**src/rtl/minmax_pkg.sv**
```systemverilog
package minmax_pkg;
   localparam logic [2:0] OP_IDLE    = 3'b000;
   localparam logic [2:0] OP_RESET   = 3'b001;
   localparam logic [2:0] OP_SEED_EM = 3'b010;
   localparam logic [2:0] OP_SEED_Q  = 3'b011;
   localparam logic [2:0] OP_FREEZE  = 3'b100;
   localparam logic [2:0] OP_TRACK   = 3'b101;

   typedef struct packed {
      logic init;
      logic seed;
      logic ld_max;
      logic ld_min;
      logic ld_last;
      logic ld_avg;
      logic mark;
   } mm_ctl_t;
endpackage

```
**src/rtl/mm_cmp.sv**
```systemverilog
// Unsigned magnitude comparator: gt = (a > b).
module mm_cmp #(
   parameter int W       = 8,
   parameter bit USE_SUB = 1'b1
) (
   input  logic [W-1:0] a,
   input  logic [W-1:0] b,
   output logic         gt
);
   localparam int DW = W + 1;

   generate
      if (W < 1) begin : g_bad_w
         $error("mm_cmp: W must be at least 1");
      end
      if (USE_SUB) begin : g_sub
         logic [DW-1:0] diff;
         // borrow out of b - a means a > b
         assign diff = {1'b0, b} - {1'b0, a};
         assign gt   = diff[DW-1];
      end else begin : g_rel
         assign gt = (a > b);
      end
   endgenerate
endmodule

```
**src/rtl/mm_avg.sv**
```systemverilog
// Add-and-shift midpoint, sum carried one bit wider than the data.
module mm_avg #(
   parameter int W = 8
) (
   input  logic [W-1:0] x,
   input  logic [W-1:0] y,
   output logic [W-1:0] mid
);
   localparam int SW = W + 1;

   logic [SW-1:0] sum;

   assign sum = {1'b0, x} + {1'b0, y};
   assign mid = sum[SW-1:1];
endmodule

```
**src/rtl/mm_ctrl.sv**
```systemverilog
module mm_ctrl
   import minmax_pkg::*;
(
   input  logic [2:0] op_code,
   input  logic       gt_max,
   input  logic       lt_min,
   output mm_ctl_t    ctl
);
   always_comb begin
      ctl = '0;
      case (op_code)
         OP_RESET: ctl.init = 1'b1;
         OP_SEED_EM: begin
            ctl.seed    = 1'b1;
            ctl.ld_last = 1'b1;
            ctl.ld_avg  = 1'b1;
            ctl.mark    = 1'b1;
         end
         OP_SEED_Q: begin
            ctl.seed    = 1'b1;
            ctl.ld_last = 1'b1;
            ctl.mark    = 1'b1;
         end
         OP_TRACK: begin
            ctl.ld_max  = gt_max;
            ctl.ld_min  = lt_min;
            ctl.ld_last = 1'b1;
            ctl.ld_avg  = 1'b1;
            ctl.mark    = 1'b1;
         end
         default: ctl = '0;
      endcase
   end
endmodule

```
**src/rtl/minmax_avg.sv**
```systemverilog
module minmax_avg
   import minmax_pkg::*;
#(
   parameter int DATA_W  = 8,
   parameter bit CMP_SUB = 1'b1
) (
   input  logic              clk,
   input  logic              rst,
   input  logic [2:0]        op_code,
   input  logic [DATA_W-1:0] din,
   output logic [DATA_W-1:0] min_o,
   output logic [DATA_W-1:0] max_o,
   output logic [DATA_W-1:0] last_o,
   output logic [DATA_W-1:0] avg_o,
   output logic              avg_vld
);
   localparam logic [DATA_W-1:0] ALL_ONES = {DATA_W{1'b1}};
   localparam logic [DATA_W-1:0] ALL_ZERO = {DATA_W{1'b0}};

   generate
      if (DATA_W < 2) begin : g_bad_width
         $error("minmax_avg: DATA_W must be at least 2");
      end
   endgenerate

   logic              gt_max, lt_min;
   mm_ctl_t           ctl;
   logic [DATA_W-1:0] nxt_min, nxt_max, mid_w;
   logic              seeded_q;

   mm_cmp #(.W(DATA_W), .USE_SUB(CMP_SUB)) u_cmp_hi (
      .a (din), .b (max_o), .gt (gt_max)
   );
   mm_cmp #(.W(DATA_W), .USE_SUB(CMP_SUB)) u_cmp_lo (
      .a (min_o), .b (din), .gt (lt_min)
   );

   mm_ctrl u_ctrl (
      .op_code (op_code), .gt_max (gt_max), .lt_min (lt_min), .ctl (ctl)
   );

   always_comb begin
      nxt_max = (ctl.seed || ctl.ld_max) ? din : max_o;
      nxt_min = (ctl.seed || ctl.ld_min) ? din : min_o;
   end

   mm_avg #(.W(DATA_W)) u_avg (
      .x (nxt_max), .y (nxt_min), .mid (mid_w)
   );

   always_ff @(posedge clk) begin
      if (rst || ctl.init) begin
         min_o    <= ALL_ONES;
         max_o    <= ALL_ZERO;
         last_o   <= ALL_ZERO;
         avg_o    <= ALL_ZERO;
         avg_vld  <= 1'b0;
         seeded_q <= 1'b0;
      end else begin
         min_o   <= nxt_min;
         max_o   <= nxt_max;
         avg_vld <= ctl.ld_avg;
         if (ctl.ld_last) last_o <= din;
         if (ctl.ld_avg)  avg_o  <= mid_w;
         if (ctl.mark)    seeded_q <= 1'b1;
      end
   end


   max_rise_chk: assert property (@(posedge clk) disable iff (rst)
      (op_code == OP_TRACK && din > max_o) |=> (max_o == $past(din)));


   min_fall_chk: assert property (@(posedge clk) disable iff (rst)
      (op_code == OP_TRACK && din < min_o) |=> (min_o == $past(din)));


   inner_hold_chk: assert property (@(posedge clk) disable iff (rst)
      (op_code == OP_TRACK && din >= min_o && din <= max_o)
      |=> ($stable(min_o) && $stable(max_o)));


   seed_emit_chk: assert property (@(posedge clk) disable iff (rst)
      (op_code == OP_SEED_EM)
      |=> (min_o == $past(din) && max_o == $past(din) && avg_o == $past(din) && avg_vld));


   freeze_chk: assert property (@(posedge clk) disable iff (rst)
      (op_code == OP_FREEZE)
      |=> ($stable(min_o) && $stable(max_o) && $stable(last_o) && $stable(avg_o) && !avg_vld));


   order_chk: assert property (@(posedge clk) disable iff (rst)
      seeded_q |-> (min_o <= max_o));
endmodule

```
**config.mk**
```make
export PLATFORM = sky130hd
export DESIGN_NAME = minmax_avg
export DESIGN_NICKNAME = d
export VERILOG_FILES = /design/src/rtl/minmax_pkg.sv /design/src/rtl/mm_cmp.sv /design/src/rtl/mm_avg.sv /design/src/rtl/mm_ctrl.sv /design/src/rtl/minmax_avg.sv
export SDC_FILE = /design/constraint.sdc
export NUM_CORES = 1
export LEC_CHECK = 0
export BUFFER_PORTS_ARGS = -buffer_cell sky130_fd_sc_hd__clkbuf_2
export CAP_MARGIN = 40
export CORE_UTILIZATION = 49
export CTS_BUF_LIST = sky130_fd_sc_hd__clkbuf_8 sky130_fd_sc_hd__clkbuf_16
export CTS_CLUSTER_SIZE = 40
export DETAILED_ROUTE_END_ITERATION = 6
export HOLD_SLACK_MARGIN = 0.15
export PLACE_DENSITY = 0.75
export SYNTH_ARGS = -nofsm -noshare
export SYNTH_HDL_FRONTEND = slang
export SYNTH_SLANG_ARGS = --single-unit
```
**constraint.sdc**
```tcl
create_clock -name clk -period 3.9 [get_ports clk]
set_input_delay 0.195 -clock clk [delete_from_list [all_inputs] [get_ports clk]]
set_output_delay 0.195 -clock clk [all_outputs]
set_load 0.02 [all_outputs]
```
# == Word-level counts from Yosys, hierarchy flattened ==
# Cells that the tools add are included.
# word_totals
register_bits,33
romBits,0
elab_cells,25
input_bits,13
latchBits,0
ram_bits,0
memories,0
# classes
addsub,3
n_div,0
shifts,0
order_cmp,0
bitwise_logic,0
reduce_logical,6
mux,7
multipliers,0
eq_ne,4
# ops
op,n
$sub A8 B8 Y9,2
$mux W8,2
$add A8 B8 Y9,1
$eq A3 B2 Y1 const B,2
$mux W1,4
$reduce_or A2 Y1,2
$eq A3 B1 Y1 const B,1
$eq A3 B3 Y1 const B,1
$logic_or A1 B1 Y1,3
$reduce_or A3 Y1,1
$mux W2,1

# == Logic depth before layout (Yosys ltp) ==
# Gate-level depths: netlist of the first run.
# depth
depth_word,6
depth_mapped,20
ltp_nobuf,18

# == Modules after synthesis ==
# A second synthesis of the first run with hierarchy kept.
# hier_totals
cells_unflattened,239
hier_area_um2,2070.7
# modules_own_cells
mod,seq_area_each_um2,area_each_um2,instances,cells_per_inst
minmax_avg,660.6,1318.8,1,136
mm_cmp,0.0,176.4,2,25
mm_avg,0.0,319.1,1,42
mm_ctrl,0.0,80.1,1,11

# == Least setup slack after synthesis of the first run ==
# OpenSTA, ideal clock, no wires.
# synth_timing
kind,register -> register
startpoint,reg min_o[5]
endpoint,reg avg_o[7]
period_less_slack_ps,3826
stages_incl_launch_ff,18
arrival_time_ps,3710
setup_time_ps,116
path_slack_ps,74
t_required_ps,3784
path_cell_list,dfxtp_1 inv_1 ha_1 a211o_1 a211oi_1 o31a_4 nor2_8 clkbuf_1 nand2_1 o21ai_0 fa_1 a21oi_1 a31oi_1 a32o_1 nor3_2 a311o_1 nand2_1 a41o_1
# synth_between
elab_chain_len,5
# synth_rtl
item,line,text
"start, declared",minmax_avg.sv:11,"output logic [DATA_W-1:0] min_o,"
"start signal, assigned",minmax_avg.sv:60,min_o <= nxt_min;
$sub A8 B8 Y9,mm_cmp.sv:19,"assign diff = {1'b0, b} - {1'b0, a};"
$mux W2,mm_ctrl.sv:11,case (op_code)
$logic_or A1 B1 Y1,minmax_avg.sv:44,nxt_min = (ctl.seed || ctl.ld_min) ? din : min_o;
$mux W8,minmax_avg.sv:44,
named net nxt_min[1],minmax_avg.sv:28,"logic [DATA_W-1:0] nxt_min, nxt_max, mid_w;"
$add A8 B8 Y9,mm_avg.sv:13,"assign sum = {1'b0, x} + {1'b0, y};"
"end signal, assigned",minmax_avg.sv:64,if (ctl.ld_avg) avg_o <= mid_w;
"end, declared",minmax_avg.sv:14,"output logic [DATA_W-1:0] avg_o,"
# The timed path passes the listed nets, and every way through them passes these cells.
# A chain may end at the register's enable or synchronous reset.

# == Worst setup path in the final report of the first run ==
# layout_timing
startpoint,reg max_o[6]
endpoint,reg avg_o[5]
# layout_between
elab_chain_len,5
# layout_rtl
item,line,text
"start, declared",minmax_avg.sv:12,"output logic [DATA_W-1:0] max_o,"
"start signal, assigned",minmax_avg.sv:61,max_o <= nxt_max;
$sub A8 B8 Y9,mm_cmp.sv:19,
$mux W2,mm_ctrl.sv:11,
$logic_or A1 B1 Y1,minmax_avg.sv:43,nxt_max = (ctl.seed || ctl.ld_max) ? din : max_o;
$mux W8 *,minmax_avg.sv:43,
$add A8 B8 Y9 *,mm_avg.sv:13,
# Every way passes the cells marked *; elsewhere a longest branch is shown, timed or not.

==> results of run 1 <==
## registers in the layout (all words and copies together), names as in the netlist
signal,flops
avg_o,8
avg_vld,1
last_o,8
max_o,8
min_o,8
## path summary, 6_finish.rpt
kind | start | end | slack, ps | cells past startpoint
setup / recovery | max_o[6] | avg_o[5] | 220 | 17
hold / removal | din[7] | last_o[7] | 170 | 3
setup reg to reg | max_o[6] | avg_o[5] | 220 | 17
hold reg to reg | last_o[3] | last_o[3] | 460 | 2
## report_power, final
part	switching, mW	total, mW	leakage (nW)	internal [mW]
Combinational	0.192	0.323	0.949	0.131
Clock	0.130	0.336	0.0626	0.206
Sequential	0.0153	0.376	0.271	0.361
Total	0.338	1.04	1.28	0.698
## tightest hold or removal path: stages
cell and delay [ps]:
clkbuf_2 110, nand2_1 60, a21oi_1 50
## area by class of cell
class                   count  area (um^2)  area share
well taps                  50         62.6      0.0237
inverters                  18         67.6      0.0256
flip-flops and latches     33          661       0.250
multi-input cells         199         1420       0.537
repair buffers             57          315       0.119
clock inverters             2         33.8      0.0128
clock buffers               6         82.6      0.0313
## layer usage
layer | vias up | GRT usage | wire [um]
met4 | 0 | 0.0729 | 57
met2 | 74 | 0.380 | 2390
met3 | 5 | 0.0559 | 316
met5 | - | 0 | 0
li1 | 1044 | - | -
met1 | 967 | 0.321 | 2440
## cells in the mapped netlist (2+ instances only)
cell type / count
o21a_1: 3
o211ai_1: 3
nand3_1: 10
nor2b_1: 3
inv_1: 18
nand2b_1: 8
a21oi_1: 19
o2111ai_1: 2
o311ai_1: 2
nand4_1: 2
and2_1: 4
o21ai_0: 15
a211oi_1: 9
a32oi_1: 2
mux2i_1: 3
ha_1: 18
xnor2_1: 5
mux2i_2: 2
nand2_1: 37
clkbuf_1: 9
nor3_1: 4
dfxtp_1: 33
nor2_1: 15
## cells by family (layout without fill, tap and decap cells)
logic type	count (synthesis)	in the layout	share of synthesized area
AO/OA/AOI/OAI	73	73	0.241
XOR/XNOR	5	5	0.0201
adder cells (fa/ha/maj)	19	19	0.113
buffers and inverters	28	83	0.0489
flip-flops	33	33	0.304
multiplexers	5	5	0.0265
AND/OR/NAND/NOR	97	97	0.246
## through the flow
stage | hold WS (ps) | util
3_5_place_dp | 455 | 0.611
6_report | 167 | 0.642
5_1_grt | 166 | 0.642
4_1_cts | 164 | 0.640
3_3_place_gp | 449 | 0.611
2_1_floorplan | 335 | -
## repair_timing
action / 4_1_cts / 5_1_grt
pin swaps: 0 / 0
endpoints found under the setup margin: 1 / 3
resized for setup: 1 / 3
==> results by group, run 1 <==
Drt
  • Final ANT Viol Nets: 0
  • Post-DR vias/cell: between 5 and 6
  • DRC errors left: 0
  • DR pass1 iterations: 4
  • Final wirelength: 5200 um
  • Total number of vias: 2,090
  • Drt wl/cell: 14.3 um
  • DR iter-0 viols: 146

CTS
  • CTS H-tree lvls: 2
  • CTS buffer count: 5
  • CTS tree: yes
  • Post-CTS Setup Inserts: 0
  • Hold buffer count at CTS: 0
  • CTS max path bufs: 2
  • Clk sinks: 33
  • Root buffer cell: clkbuf_8
  • Clk pin slew, worst setup/hold paths: about 70 ps
  • Clock latency on the worst-skew pair: between 200 and 300 ps

Logic synthesis
  • Register area share after synthesis: 0.304
  • Syn avg cell area: 8.36 um^2
  • FFs w/ async S/R, synth: 0
  • Synth warnings: 0
  • Flop and latch count out of synthesis: 33
  • Synthesized net count: 292
  • Top-area cell type share of the netlist area: 0.304
  • Post-Syn Instances: 260
  • Netlist cell types: 57
  • Netlist Area Pre-Place: 0.00217 mm^2
  • Post-synth EDFFs: 0
  • Post-synth top area cell: dfxtp_1
  • Synth top area cells: dfxtp_1, ha_1, nand2_1, a21oi_1, o21ai_0
  • Top_reg_cell synth: dfxtp_1

Setup path
  • CP dominant cell by count: nand2_1
  • Family with the most delay on the worst path: simple AND/OR/NAND/NOR gates
  • Req. time, crit path: ~4100 ps
  • CP peak stage delay: a little over 500 ps
  • CP Max Fanout: 3
  • Worst path slowest cell: or4_4
  • Cell-by-cell trace of the critical path: ha_1 -> and3_4 -> nor2b_4 -> or4_4 -> o21ai_4 -> nor2_1 -> nor3_1 -> fa_2 -> nand2_1 -> nand2_1 -> a21oi_1 -> a31oi_1 -> a32o_1 -> nor3_2 -> a311o_1 -> or3_1 -> nand3_1
  • Crit path capture type: flip-flop
  • Critical path type: reg -> reg
  • Worst Path Arrival: 3910 ps
  • Crit start category: flip-flop
  • WP buf/inv: 0

Pwr
  • Pleak: roughly 1.3 nW
  • Max IR drop VDD: slightly below 0.0002 V
  • Total Power: around 1.0 mW
  • P per Cell Area: 392 mW/mm^2

Global route
  • Vias in the first global route: 1,811
  • Aggregate global routing overflow: 0
  • Largest net degree at the start of global routing: 18
  • Initial antenna violation count: 0
  • GRT Overall Usage: 0.240
  • Global-route wire length before repair: slightly above 8000 um

STA
  • Setup_tns: 0 ps
  • Rel. slew slack: 0.635
  • Tcrit/Tclk final: 0.943
  • Final min period: between 3000 and 4000 ps
  • Endpoints failing hold: 0
  • Worst Skew: 5.40 ps
  • Pins over their slew limit: 0
  • Setup violators final: 0
  • Fmax: around 0.27 GHz
  • Final worst slack: roughly 220 ps
  • RSZ-0062 raised after global routing: false
  • Measured slew at the worst slew-check pin: between 500 and 600 ps

Cells and area
  • Design area: 0.00264 mm^2
  • Layout cells sized above 1: 0.273
  • Fillers: 359
  • Antenna Cells: 0
  • Commonest cells after routing, fill and taps aside: clkbuf_2, nand2_1, dfxtp_1, inv_1
  • Commonest non-fill, non-tap cell in the layout: clkbuf_2
  • # nets final: 346
  • Post-Layout Cell Count: 365
  • P&R area growth vs syn: 21.5%

Place
  • Placement Setup Slack: roughly 28 ps
  • Gpl congestion: 0.919
  • Cell Area, Placed: 0.00251 mm^2
  • Detailed placer's ending HPWL: 3930 um
  • Placed insts: 357
  • PortBufs: 45

Floorplanning
  • Starting Density: 0.528
  • Die width: 68.6 um
  • Vert. Die Dim: 68.6 um
  • Die area: 0.00471 mm^2
  • FP Rows: 23
  • Ports: 46
  • Core area: 0.00412 mm^2

Status
  • Outcome: finished clean

Run
  • Max-cap viol count: 0

Min path
  • Worst hold path class: in -> reg
(Power assumes the default switching activity.)
==> run 2: changes to the inputs <==
--- a/config.mk
+++ b/config.mk
@@ -7,6 +7,7 @@
 export LEC_CHECK = 0
 export BUFFER_PORTS_ARGS = -buffer_cell sky130_fd_sc_hd__clkbuf_2
 export CAP_MARGIN = 40
+export CORE_ASPECT_RATIO = 0.5
 export CORE_UTILIZATION = 49
 export CTS_BUF_LIST = sky130_fd_sc_hd__clkbuf_8 sky130_fd_sc_hd__clkbuf_16
 export CTS_CLUSTER_SIZE = 40
==> constraint.sdc (replaced) <==
create_clock -name clk -period 3 [get_ports clk]
set_input_delay 0.15 -clock clk [delete_from_list [all_inputs] [get_ports clk]]
set_output_delay 0.15 -clock clk [all_outputs]
set_load 0.02 [all_outputs]
==> run 2 against run 1 <==
Utilization grew 15 points; the run now ends with negative setup slack left; power grew 40%; die area grew 0.33%; final cell count grew 15%; critical path depth is the same; clock power grew 15%; critical path type unchanged; sequential power grew 29%.
==> results by group, run 2 (synthesis gave the netlist of run 1 again) <==
Pwr
  • Internal: 942 uW (+35%)
  • Logic pwr share: 0.399 (+0.087)
  • Switching Fraction: 0.352 (+0.0257)
  • P per Cell Area: 451 mW/mm^2 (+15%)
  • Pleak: 1.55 nW (+20%)
  • Psw: 512 uW (+51%)
  • Clk pwr share: 0.267 (-0.058)
  • Total Power: 1.45 mW (+40%)
  • Seq pwr share: 0.334 (-0.029)
  • Max IR drop VDD: 0.000286 V (+45%)

Drt
  • Post-DR vias/cell: 5.58 (-2.5%)
  • Total number of vias: 2,334 (+12%)
  • Final ANT Viol Nets: 0 (unchanged)
  • DRC errors left: 0 (unchanged)
  • DR pass1 iterations: 5 (+1)
  • Final wirelength: 6680 um (+28%)
  • Drt wl/cell: 16.0 um (+12%)
  • DR iter-0 viols: 169 (+16%)

Setup path
  • Crit start category: flip-flop
  • Critical path type: reg -> reg
  • Req. time, crit path: 3240 ps (-890 ps)
  • Crit path capture type: flip-flop
  • Cell-by-cell trace of the critical path: ha_4 -> and3_4 -> nor2b_4 -> or4_4 -> o21ai_4 -> nor2_2 -> nor3_2 -> fa_2 -> nand2_1 -> nand2_2 -> a21oi_2 -> a31oi_1 -> a32o_2 -> nor3_4 -> a311o_1 -> or3_1 -> nand3_1
  • Worst Path Arrival: 3580 ps (-330 ps)
  • CP peak stage delay: 510 ps (about the same)
  • CP Max Fanout: 3 (unchanged)
  • Worst path slowest cell: or4_4

Global route
  • Global-route wire length before repair: 10,800 um (+30%)
  • Most used routing layer: met2
  • Vias in the first global route: 2,280 (+26%)
  • Initial antenna violation count: 0 (unchanged)
  • Met3 Track Usage GR: 0.0607 (+0.00483)
  • Aggregate global routing overflow: 0 (unchanged)
  • Largest net degree at the start of global routing: 18 (unchanged)
  • Met2 global-route usage: 0.496 (+0.117)
  • GRT Overall Usage: 0.310 (+0.0696)
  • Met1 GRT Util: 0.408 (+0.0867)

CTS
  • Clk pin slew, worst setup/hold paths: 70 ps (about the same)
  • Clock latency on the worst-skew pair: 300 ps (about the same)
  • CTS H-tree lvls: 2 (unchanged)
  • CTS max path bufs: 2 (unchanged)
  • Root buffer cell: clkbuf_8
  • CTS buffer count: 5 (unchanged)
  • Clk sinks: 33 (unchanged)
  • CTS tree: yes

Floorplanning
  • FP Rows: 16 (-30%)
  • Vert. Die Dim: 49.1 um (-28%)
  • Die area: 0.00472 mm^2 (+0.33%)
  • Starting Density: 0.535 (+0.00667)
  • Core area: 0.00406 mm^2 (-1.2%)
  • Die width: 96.2 um (+40%)
  • Ports: 46 (unchanged)

Run
  • Max-cap viol count: 0 (unchanged)

STA
  • Fmax: 0.299 GHz (+10%)
  • Tcrit/Tclk final: 1.11 (+0.171)
  • Measured slew at the worst slew-check pin: 494 ps (-38.3 ps)
  • Rel. slew slack: 0.661 (+0.0263)
  • Pins over their slew limit: 0 (unchanged)
  • Final worst slack: -342 ps (-565 ps)
  • RSZ-0062 raised after global routing: true
  • Endpoints failing hold: 0 (unchanged)
  • Worst Skew: 6.78 ps (+1.38 ps)
  • Setup violators final: 5 (+5)
  • Final min period: 3340 ps (-335 ps)
  • Hold WS: 155 ps (-11.7 ps)

Place
  • Placement Setup Slack: -503 ps (-531 ps)
  • PortBufs: 45 (unchanged)
  • Detailed placer's ending HPWL: 5010 um (+27%)
  • Gpl congestion: 0.882 (-4.0%)
  • Placed insts: 403 (+13%)
  • Cell Area, Placed: 0.00295 mm^2 (+18%)

Cells and area
  • Commonest cells after routing, fill and taps aside: buf_4, clkbuf_2, nand2_1, dfxtp_1, inv_1
  • Layout cells sized above 1: 0.475 (+0.202)
  • Seq. cell area: 686 um^2 (+3.8%)
  • Antenna Cells: 0 (unchanged)
  • # nets final: 395 (+14%)
  • Area of the multi-input gates: 0.00162 mm^2 (+14%)
  • Commonest non-fill, non-tap cell in the layout: buf_4
  • Fillers: 260 (-28%)
  • P&R area growth vs syn: 48.4%
  • Design area: 0.00323 mm^2 (+22%)
  • Post-Layout Cell Count: 418 (+15%)

Status
  • Failing checks: negative setup slack
  • Outcome: complete, but fails checks

Min path
  • Worst hold path class: in -> reg
[run 2: changes by cell type in the layout (fill, tap and decap cells not counted), moves of 5 or more]
| cell | change |
|---|---|
| buf_4 | +48 |
| dfxtp_1 | -10 |
| ha_1 | -6 |
| ha_4 | +6 |
| dfxtp_2 | +5 |
| dfxtp_4 | +5 |
[run 2: power by group through the flow]
stage          sequential, mW  clock [mW]  combinational (mW)
3_3_place_gp            0.494           0               0.493
5_1_grt                 0.489       0.418               0.626
4_1_cts                 0.486       0.391               0.547
2_1_floorplan           0.538           0               0.273
6_report                0.486       0.388               0.580
3_5_place_dp            0.496           0               0.506
[run 2: per-layer routing]
metal	wire length [um]	vias up	part of all wire
met5	0	-	0
met4	104	0	0.016
met3	418	13	0.063
met2	3090	85	0.46
met1	3060	1095	0.46
li1	-	1141	-
[run 2: final timing paths]
path	slack, ps	depth (start not counted)	start	end
max	-340	17	max_o[6]	avg_o[5]
min	160	3	din[4]	last_o[4]
max reg2reg	-340	17	max_o[6]	avg_o[5]
min reg2reg	470	2	last_o[5]	last_o[5]
[run 2: area by class of cell]
class	instances	area share
Sequential cell	33	0.213
Timing Repair Buffer	106	0.213
Multi-Input combinational cell	199	0.501
Clock inverter	2	0.00272
Tap cell	54	0.0209
Inverter	18	0.0209
Clock buffer	6	0.0291
[run 2: repair_timing]
action                     4_1_cts  5_1_grt
setup endpoints to repair        6        6
hold endpoints to repair         1        0
resized for setup               12       10
gates cloned                     0        0
hold buffers                     1        0
setup buffers                    4        2
pin swaps                        6        9
[run 2: through the flow]
step                      setup TNS (ps)  utilization
after floorplan                     -975            -
after global placement             -1310        0.727
after detailed placement           -1880        0.727
after CTS                          -1240        0.778
after global routing               -1830        0.794
final                              -1080        0.794
[run 2: critical path, delay by kind of cell, from the launching register on]
| kind | cells | cell delay [ps] |
|---|---|---|
| AND/OR/NAND/NOR | 10 | 1540 |
| AO/OA/AOI/OAI | 5 | 870 |
| adder cells (fa/ha/maj) | 2 | 510 |
| flip-flops | 1 | 350 |
==> run 3: changes to the inputs <==
--- a/config.mk
+++ b/config.mk
@@ -12,6 +12,7 @@
 export CTS_BUF_LIST = sky130_fd_sc_hd__clkbuf_8 sky130_fd_sc_hd__clkbuf_16
 export CTS_CLUSTER_SIZE = 40
 export DETAILED_ROUTE_END_ITERATION = 6
+export GPL_TIMING_DRIVEN = 0
 export HOLD_SLACK_MARGIN = 0.15
 export PLACE_DENSITY = 0.75
 export SYNTH_ARGS = -nofsm -noshare
==> constraint.sdc (replaced) <==
create_clock -name clk -period 3 [get_ports clk]
set_input_delay 0.3 -clock clk [delete_from_list [all_inputs] [get_ports clk]]
set_output_delay 0.3 -clock clk [all_outputs]
set_load 0.02 [all_outputs]
==> run 3 against run 2 <==
The flow still finishes with violations (negative setup slack); global-route usage is 1.6 points lower; clock-buffer cell count is 1 lower; routed wire length is 4.0% lower; non-clock buffer count is 31 lower; hold slack better by 120 ps; first-iteration DRC count is 26% lower; critical endpoint is now avg_o[7]; cell area is 5.3% lower; via count is 3.5% lower.
==> results by group, run 3 (synthesis gave the netlist of run 1 again) <==
Drt
  • Final wirelength: 6410 um (-4.0%)
  • Post-DR vias/cell: 5.82 (+4.2%)
  • DR pass1 iterations: 4 (-1)
  • DR iter-0 viols: 125 (-26%)
  • Final ANT Viol Nets: 0 (unchanged)
  • Total number of vias: 2,252 (-3.5%)
  • Drt wl/cell: 16.6 um (+3.7%)
  • DRC errors left: 0 (unchanged)

STA
  • Fmax: 0.278 GHz (-7.2%)
  • Setup_tns: -2120 ps (-1040 ps)
  • Measured slew at the worst slew-check pin: 606 ps (+112 ps)
  • Final min period: 3600 ps (+259 ps)
  • Pins over their slew limit: 0 (unchanged)
  • Endpoints failing hold: 0 (unchanged)
  • Final worst slack: -601 ps (-259 ps)
  • Tcrit/Tclk final: 1.20 (+0.0862)
  • Worst Skew: 8.12 ps (+1.35 ps)
  • Setup violators final: 6 (+1)
  • Rel. slew slack: 0.592 (-0.0696)
  • RSZ-0062 raised after global routing: true

Place
  • Gpl congestion: 0.931 (+5.6%)
  • PortBufs: 45 (unchanged)
  • Detailed placer's ending HPWL: 4400 um (-12%)
  • Placed insts: 359 (-11%)

CTS
  • CTS tree: yes
  • CTS buffer count: 5 (unchanged)
  • Root buffer cell: clkbuf_8
  • CTS max path bufs: 2 (unchanged)
  • CTS H-tree lvls: 2 (unchanged)
  • Clk pin slew, worst setup/hold paths: 70 ps (about the same)
  • Hold buffer count at CTS: 0 (-1)
  • Clock latency on the worst-skew pair: 290 ps (about the same)
  • Clk sinks: 33 (unchanged)

Setup path
  • Worst Path Arrival: 3790 ps (+210 ps)
  • Req. time, crit path: 3190 ps (-50 ps)
  • Crit path capture type: flip-flop
  • Worst r2r path cells: 19 (+2)
  • Crit start category: flip-flop
  • Reg2reg setup slack: -600 ps (-260 ps)
  • CP Max Fanout: 5 (+2)
  • Critical path type: reg -> reg

Cells and area
  • Commonest cells after routing, fill and taps aside: clkbuf_2, nand2_1, dfxtp_1, buf_4, a21oi_1
  • Layout cells sized above 1: 0.423 (-0.0519)
  • Antenna Cells: 0 (unchanged)
  • Post-Layout Cell Count: 387 (-7.4%)
  • Commonest non-fill, non-tap cell in the layout: clkbuf_2
  • P&R area growth vs syn: 40.5%
  • # nets final: 364 (-7.8%)

Status
  • Failing checks: negative setup slack
  • Outcome: complete, but fails checks

Floorplanning
  • Ports: 46 (unchanged)
  • Core area: 0.00406 mm^2 (unchanged)
  • FP Rows: 16 (unchanged)
  • Die area: 0.00472 mm^2 (unchanged)
  • Die width: 96.2 um (unchanged)
  • Starting Density: 0.535 (unchanged)
  • Vert. Die Dim: 49.1 um (unchanged)

Global route
  • Initial antenna violation count: 0 (unchanged)
  • Vias in the first global route: 2,089 (-8.4%)
  • Global-route wire length before repair: 10,200 um (-5.5%)
  • GRT Overall Usage: 0.294 (-0.0156)
  • Largest net degree at the start of global routing: 12 (-6)
  • Aggregate global routing overflow: 0 (unchanged)

Pwr
  • P per Cell Area: 475 mW/mm^2 (+5.4%)
  • Max IR drop VDD: 0.000278 V (-2.6%)
  • Pleak: 1.38 nW (-11%)

Run
  • Max-cap viol count: 0 (unchanged)

Min path
  • Worst Hold Depth: 3 (unchanged)
  • Worst hold path class: in -> reg
-- run 3: worst paths after layout --
kind | startpoint | to
setup / recovery | min_o[5] | avg_o[7]
hold / removal | din[2] | last_o[2]
setup reg to reg | min_o[5] | avg_o[7]
hold reg to reg | last_o[6] | last_o[6]
-- run 3: repair_timing --
action,CTS,global route
endpoints found under the setup margin,6,6
buffers inserted,16,4
pin swaps,20,16
gates resized for setup,20,9
-- run 3: worst max-delay path, stage by stage (launching register included) --
cell	delay [ps]
dfxtp_4	350
inv_2	60
ha_4	190
a211o_1	260
a211oi_2	320
o31a_4	280
nor2_8	40
clkbuf_16	160
nand2_4	60
o21ai_4	60
fa_2	410
nand2_2	90
nand2_2	70
a21oi_2	120
a31oi_1	60
a32o_2	250
nor3_4	240
a311o_1	260
nand2_1	70
a41o_1	170
-- run 3: layer usage --
| metal | vias up | GRT usage | share of wire |
|---|---|---|---|
| met5 | - | 0 | 0 |
| met4 | 0 | 0.0746 | 0.0056 |
| met3 | 12 | 0.0966 | 0.095 |
| met2 | 87 | 0.481 | 0.46 |
| met1 | 1074 | 0.373 | 0.44 |
| li1 | 1079 | - | - |
-- run 3: per-stage QoR --
step	instance area, um^2	util	hold slack (ps)	worst slack [ps]	power [mW]
floorplan	2340	-	440	-379	0.814
global placement	2630	0.648	453	-893	0.925
detailed placement	2630	0.648	460	-940	0.935
CTS	2980	0.734	278	-524	1.42
global route	3050	0.752	288	-766	1.53
finish	3050	0.752	278	-601	1.45
-- run 3: area by class of cell --
type                    count  area [um^2]
flip-flops and latches     33          684
plain buffers              10         91.3
inverters                  18         70.1
repair buffers             65          383
clock inverters             3         38.8
well taps                  54         67.6
fillers                   317         1010
clock buffers               5         68.8
multi-input cells         199         1650
-- run 3: power by group --
| group | leakage [nW] | internal [mW] | switching [mW] | total (mW) |
|---|---|---|---|---|
| Sequential | 0.272 | 0.469 | 0.0235 | 0.492 |
| Clock | 0.0593 | 0.243 | 0.174 | 0.417 |
| Combinational | 1.05 | 0.235 | 0.307 | 0.542 |
